`src/rtl/rtcount_pkg.sv`:
```
package rtcount_pkg;

    localparam int CNT_W     = 53;   // positions [50:-2]
    localparam int POS_OFF   = 2;    // bit index = position + POS_OFF
    localparam int WIN_W     = 32;
    localparam int WIN_N     = 4;
    localparam int DLT_W     = 32;
    localparam int MANT_W    = DLT_W - 1;
    localparam int EXP_SHIFT = 22;

    typedef logic [CNT_W-1:0] cnt_t;
    typedef logic [WIN_W-1:0] win_t;

    typedef enum logic [1:0] {
        WIN_Q250 = 2'd0,
        WIN_1US  = 2'd1,
        WIN_8US  = 2'd2,
        WIN_HALF = 2'd3
    } win_sel_e;

    // per-cycle update request assembled from the edge inputs
    typedef struct packed {
        logic clear;
        logic advance;
        logic adjust;
    } upd_t;

    // lowest time position carried by each window
    function automatic int win_lsb_pos(input int idx);
        case (idx)
            0:       return -2;
            1:       return 0;
            2:       return 3;
            default: return 19;
        endcase
    endfunction

    // sign-extend mantissa and apply exponent scale
    function automatic cnt_t delta_addend(input logic [DLT_W-1:0] w);
        cnt_t ext;
        ext = {{(CNT_W-MANT_W){w[MANT_W-1]}}, w[MANT_W-1:0]};
        return w[DLT_W-1] ? (ext << EXP_SHIFT) : ext;
    endfunction

endpackage

```
`src/rtl/rtcount_gate.sv`:
```
module rtcount_gate
    import rtcount_pkg::*;
#(
    parameter int STEP_W = 12
) (
    input  logic              tick_i,
    input  logic [STEP_W-1:0] step_i,
    input  logic              frz_mode_i,
    input  logic              core_halt_i,
    output logic              advance_o,
    output cnt_t              inc_o
);
    logic frozen;

    assign frozen    = frz_mode_i & core_halt_i;
    assign advance_o = tick_i & ~frozen;
    assign inc_o     = advance_o ? cnt_t'(step_i) : '0;

endmodule

```
`src/rtl/rtcount_delta.sv`:
```
module rtcount_delta
    import rtcount_pkg::*;
(
    input  logic             wr_i,
    input  logic [DLT_W-1:0] data_i,
    output cnt_t             addend_o
);
    assign addend_o = wr_i ? delta_addend(data_i) : '0;
endmodule

```
`src/rtl/rtcount_views.sv`:
```
module rtcount_views
    import rtcount_pkg::*;
(
    input  cnt_t count_i,
    output win_t win_o [WIN_N]
);
    for (genvar g = 0; g < WIN_N; g++) begin : g_win
        localparam int LO = win_lsb_pos(g) + POS_OFF;
        assign win_o[g] = count_i[LO +: WIN_W];
    end
endmodule

```
`src/rtl/rtcount_top.sv`:
```
module rtcount_top
    import rtcount_pkg::*;
#(
    parameter int STEP_W = 12
) (
    input  logic              clk,
    input  logic              rst,
    input  logic              tick_i,
    input  logic [STEP_W-1:0] step_i,
    input  logic              clr_wr_i,
    input  logic              clr_data_i,
    input  logic              dlt_wr_i,
    input  logic [31:0]       dlt_data_i,
    input  logic              frz_mode_i,
    input  logic              core_halt_i,
    output logic [52:0]       count_o,
    output logic [31:0]       win_q250_o,
    output logic [31:0]       win_1us_o,
    output logic [31:0]       win_8us_o,
    output logic [31:0]       win_half_o
);
    cnt_t count_q;
    cnt_t count_d;
    cnt_t tick_inc;
    cnt_t adj_inc;
    upd_t upd;
    win_t wins [WIN_N];

    rtcount_gate #(.STEP_W(STEP_W)) u_gate (
        .tick_i      (tick_i),
        .step_i      (step_i),
        .frz_mode_i  (frz_mode_i),
        .core_halt_i (core_halt_i),
        .advance_o   (upd.advance),
        .inc_o       (tick_inc)
    );

    rtcount_delta u_delta (
        .wr_i     (dlt_wr_i),
        .data_i   (dlt_data_i),
        .addend_o (adj_inc)
    );

    assign upd.clear  = clr_wr_i & clr_data_i;
    assign upd.adjust = dlt_wr_i;

    // clear wins; tick and delta combine in one add
    always_comb begin
        if (upd.clear)
            count_d = '0;
        else if (upd.advance || upd.adjust)
            count_d = count_q + tick_inc + adj_inc;
        else
            count_d = count_q;
    end

    always_ff @(posedge clk) begin
        if (rst) count_q <= '0;
        else     count_q <= count_d;
    end

    rtcount_views u_views (
        .count_i (count_q),
        .win_o   (wins)
    );

    assign count_o    = count_q;
    assign win_q250_o = wins[WIN_Q250];
    assign win_1us_o  = wins[WIN_1US];
    assign win_8us_o  = wins[WIN_8US];
    assign win_half_o = wins[WIN_HALF];

endmodule

```
`config.mk`:
```
export PLATFORM = sky130hd
export DESIGN_NAME = rtcount_top
export DESIGN_NICKNAME = d
export VERILOG_FILES = /design/src/rtl/rtcount_pkg.sv /design/src/rtl/rtcount_gate.sv /design/src/rtl/rtcount_delta.sv /design/src/rtl/rtcount_views.sv /design/src/rtl/rtcount_top.sv
export SDC_FILE = /design/constraint.sdc
export NUM_CORES = 1
export LEC_CHECK = 0
export CAP_MARGIN = 20
export CORE_MARGIN = 3
export CORE_UTILIZATION = 43
export CTS_CLUSTER_SIZE = 16
export DETAILED_ROUTE_END_ITERATION = 12
export GPL_TIMING_DRIVEN = 0
export HOLD_SLACK_MARGIN = 0.06
export PLACE_DENSITY = 0.84
export SYNTH_ARGS = -nofsm -noshare
export SYNTH_HDL_FRONTEND = slang
export SYNTH_HIERARCHICAL = 1
export SYNTH_SLANG_ARGS = --single-unit
```
`constraint.sdc`:
```
create_clock -name clk -period 11.8 [get_ports clk]
set_input_delay 3.54 -clock clk [delete_from_list [all_inputs] [get_ports clk]]
set_output_delay 3.54 -clock clk [all_outputs]
set_load 0.005 [all_outputs]
```
==> impl_metrics.yaml <==
status:
  status: "finished, final reports clean"
setup_path:
  slowest_delay_ns: 0.59
  required_ns: 11.98
  critPathArrivalTime_ns: 8.05
  start_kind: "input pin"
  path_class: "in -> reg"
  cp_max_fo: 10
  cp_slowest_cell: "clkdlybuf4s50_1"
  crit_path_end_kind: "flip-flop"
  crit_chain: "clkdlybuf4s50_1, nor2b_4, buf_4, and2_1, fa_1, fa_1, a21o_1, and4_1, o21ai_0, a21oi_1, o31ai_1, a21oi_1, o21ai_1, nand4b_1, a31oi_1, xor2_1, o21ai_0"
placed_design:
  place_hpwl_um: 19800
  io_buffers: 231
  place_ws_ns: 3.76
  place_congestion: 0.907
  dp.cells: 1475
sta:
  finalSetupViolCount: 0
  setup_slack_ns: 3.93
  finalCritPeriodShare_pct: 66.7
  rsz0062_at_grt: "false"
  fin_crit_ns: 7.87
  slew-limit-headroom_pct: 47.8
  final_hold_viol_count: 0
  fmax_ghz: 0.127
  fin_worst_skew_ns: 0.00765
  slew_viol_final: 0
  fin_tns_setup_ns: 0
  tightest_slew_ns: 0.782
routing:
  wl_per_cell_um: 15.9
  wirelength_um: 23600
  drc: 0
  vias: 7519
  drt_first_pass_iters: 5
  ant_nets: 0
  vias_per_cell: 5.07
  drtIter0Drc: 437
global_routing:
  grt_usage_pct: 22.7
  grt_max_degree: 17
  grt_pass1_vias: 7323
  overflow: 0
  grt_pass1_wl_um: 36800
  antenna_found_initial: 0
die:
  num_rows: 48
  fp.coreArea_um2: 17600
  dieArea_um2: 20000
  die_x_um: 141
  io-pin-count: 233
  floorplan.initialDensity_pct: 44.7
  die_h_um: 141
cells_and_area:
  multi_input_area_um2: 5370
  final_cell_mix: "clkdlybuf4s50_1 (231), buf_4 (173), nand2_1 (123)"
  final_common_cell: "clkdlybuf4s50_1"
  largest_reg_flops: 53
  fin_cells: 1483
  synthToLayoutAreaGrowth_pct: 36.8
  utilization_pct: 61.2
  fillers: 1584
  nets: 1413
  diodes: 0
  drive_above_1_share_pct: 18.4
  register_area_um2: 1060
clock_tree:
  cts_hold_buf: 0
  cts_resized: 0
  clock_latency_ns: 0.30
  cts_setup_buffers: 0
  cts_tree: "yes"
  root_buffer: "clkbuf_16"
  clock-sinks: 53
  cts_buffers: 5
  cts_buffer_depth: 2
  htree_levels: 2
  cts.clk_slew.worst_paths_ns: 0.07
job:
  maxCapViolations: 0
logic_synthesis:
  syn_area_per_cell_um2: 8.04
  synth_top_flop_cell: "dfxtp_1"
  synthArstFlopShare_pct: 0
  ys_seq_area_share_pct: 13.5
  ys_types: 61
  synthesis.area_um2: 7870
  yosysWarningCount: 6
  synth_edf_count: 0
  ys_ff_latch: 53
  synth_cells: 979
pwr:
  ir_drop_uv: 120
  p_per_area_nw_per_um2: 176
  leakagePower_nw: 5.06
  p_total_mw: 1.90
worst_hold_path:
  hp-class: "reg -> reg"
==> critical path: cells and delay by family <==
family	cells	cell delay, ns
compound gates	8	1.81
fa+ha+maj	2	0.94
simple gates	4	0.81
buf+inv	2	0.75
xor+xnor	1	0.19
==> final cells by class <==
class,instances,area share [%]
plain buffers,217,14.2
clock buffers,6,1.29
clock inverters,2,0.128
inverters,16,0.558
multi-input cells,733,49.9
flip-flops and latches,53,9.85
well taps,225,2.61
repair buffers,231,21.5
==> final timing paths <==
path	from	end	slack (ns)	cells past startpoint
worst min register to register	count_o[39]	count_o[39]	0.52	2
worst min-delay path	count_o[39]	count_o[39]	0.52	2
worst max-delay path	dlt_wr_i	count_o[45]	3.93	17
worst max register to register	count_o[1]	count_o[45]	7.71	14
==> power breakdown <==
part / total (mW) / switching, mW / internal [mW]
Combinational: 1.40 / 0.633 / 0.771
Sequential: 0.333 / 0.103 / 0.230
Clock: 0.160 / 0.0755 / 0.0849
==> synthesized netlist by cell type, drive strengths merged, types with 3 or more instances <==
cell    number  area (um^2)
a211oi      12         90.1
a21boi      24          255
xnor2       24          210
fa          53         1060
nor3         6         30.0
and3        16          104
nand3       19         95.1
o21ai       37          185
mux2i       10          100
dfxtp       53         1060
a21oi       95          475
xor2        21          184
a31oi       10         68.8
nor2        45          171
ha          51          638
a41oi        3         26.3
o21bai       6         45.0
nand2b       4         32.5
and2        25          156
or2          3         18.8
clkbuf      23         86.3
a21o        35          263
nor2b       17          114
inv         16         60.1
o21a         7         60.1
buf        194         1440
nand4       16          106
nor4         4         31.3
nand2      124          468
nor3b        3         22.5
o211ai       3         22.5
==> metrics by stage <==
stage,cell area (um^2),hold WS [ns]
after floorplan,8020,0.490
after global placement,10600,0.499
after detailed placement,10600,0.508
after CTS,10800,0.520
after global routing,10800,0.547
final,10800,0.520
==> logic make-up (layout without fill, tap and decap cells) <==
logic type,after synthesis,count (layout),share of synthesized area (%)
AND/OR/NAND/NOR,289,289,17.9
AO/OA/AOI/OAI,244,244,20.6
buffers and inverters,233,472,20.1
adder cells (fa/ha/maj),104,104,21.6
flip-flops,53,53,13.5
XOR/XNOR,45,45,5.01
multiplexers,10,10,1.27
other,1,41,0.0476
==> routing by layer <==
metal / track usage (%) / up-vias / share of wire (%)
met4: 5.92 / 0 / 2.4
li1: - / 3701 / -
met1: 27.6 / 3511 / 41
met5: 0 / - / 0
met2: 42.0 / 268 / 51
met3: 3.24 / 39 / 5.5
No activity file was read; power rests on OpenSTA's default activity.
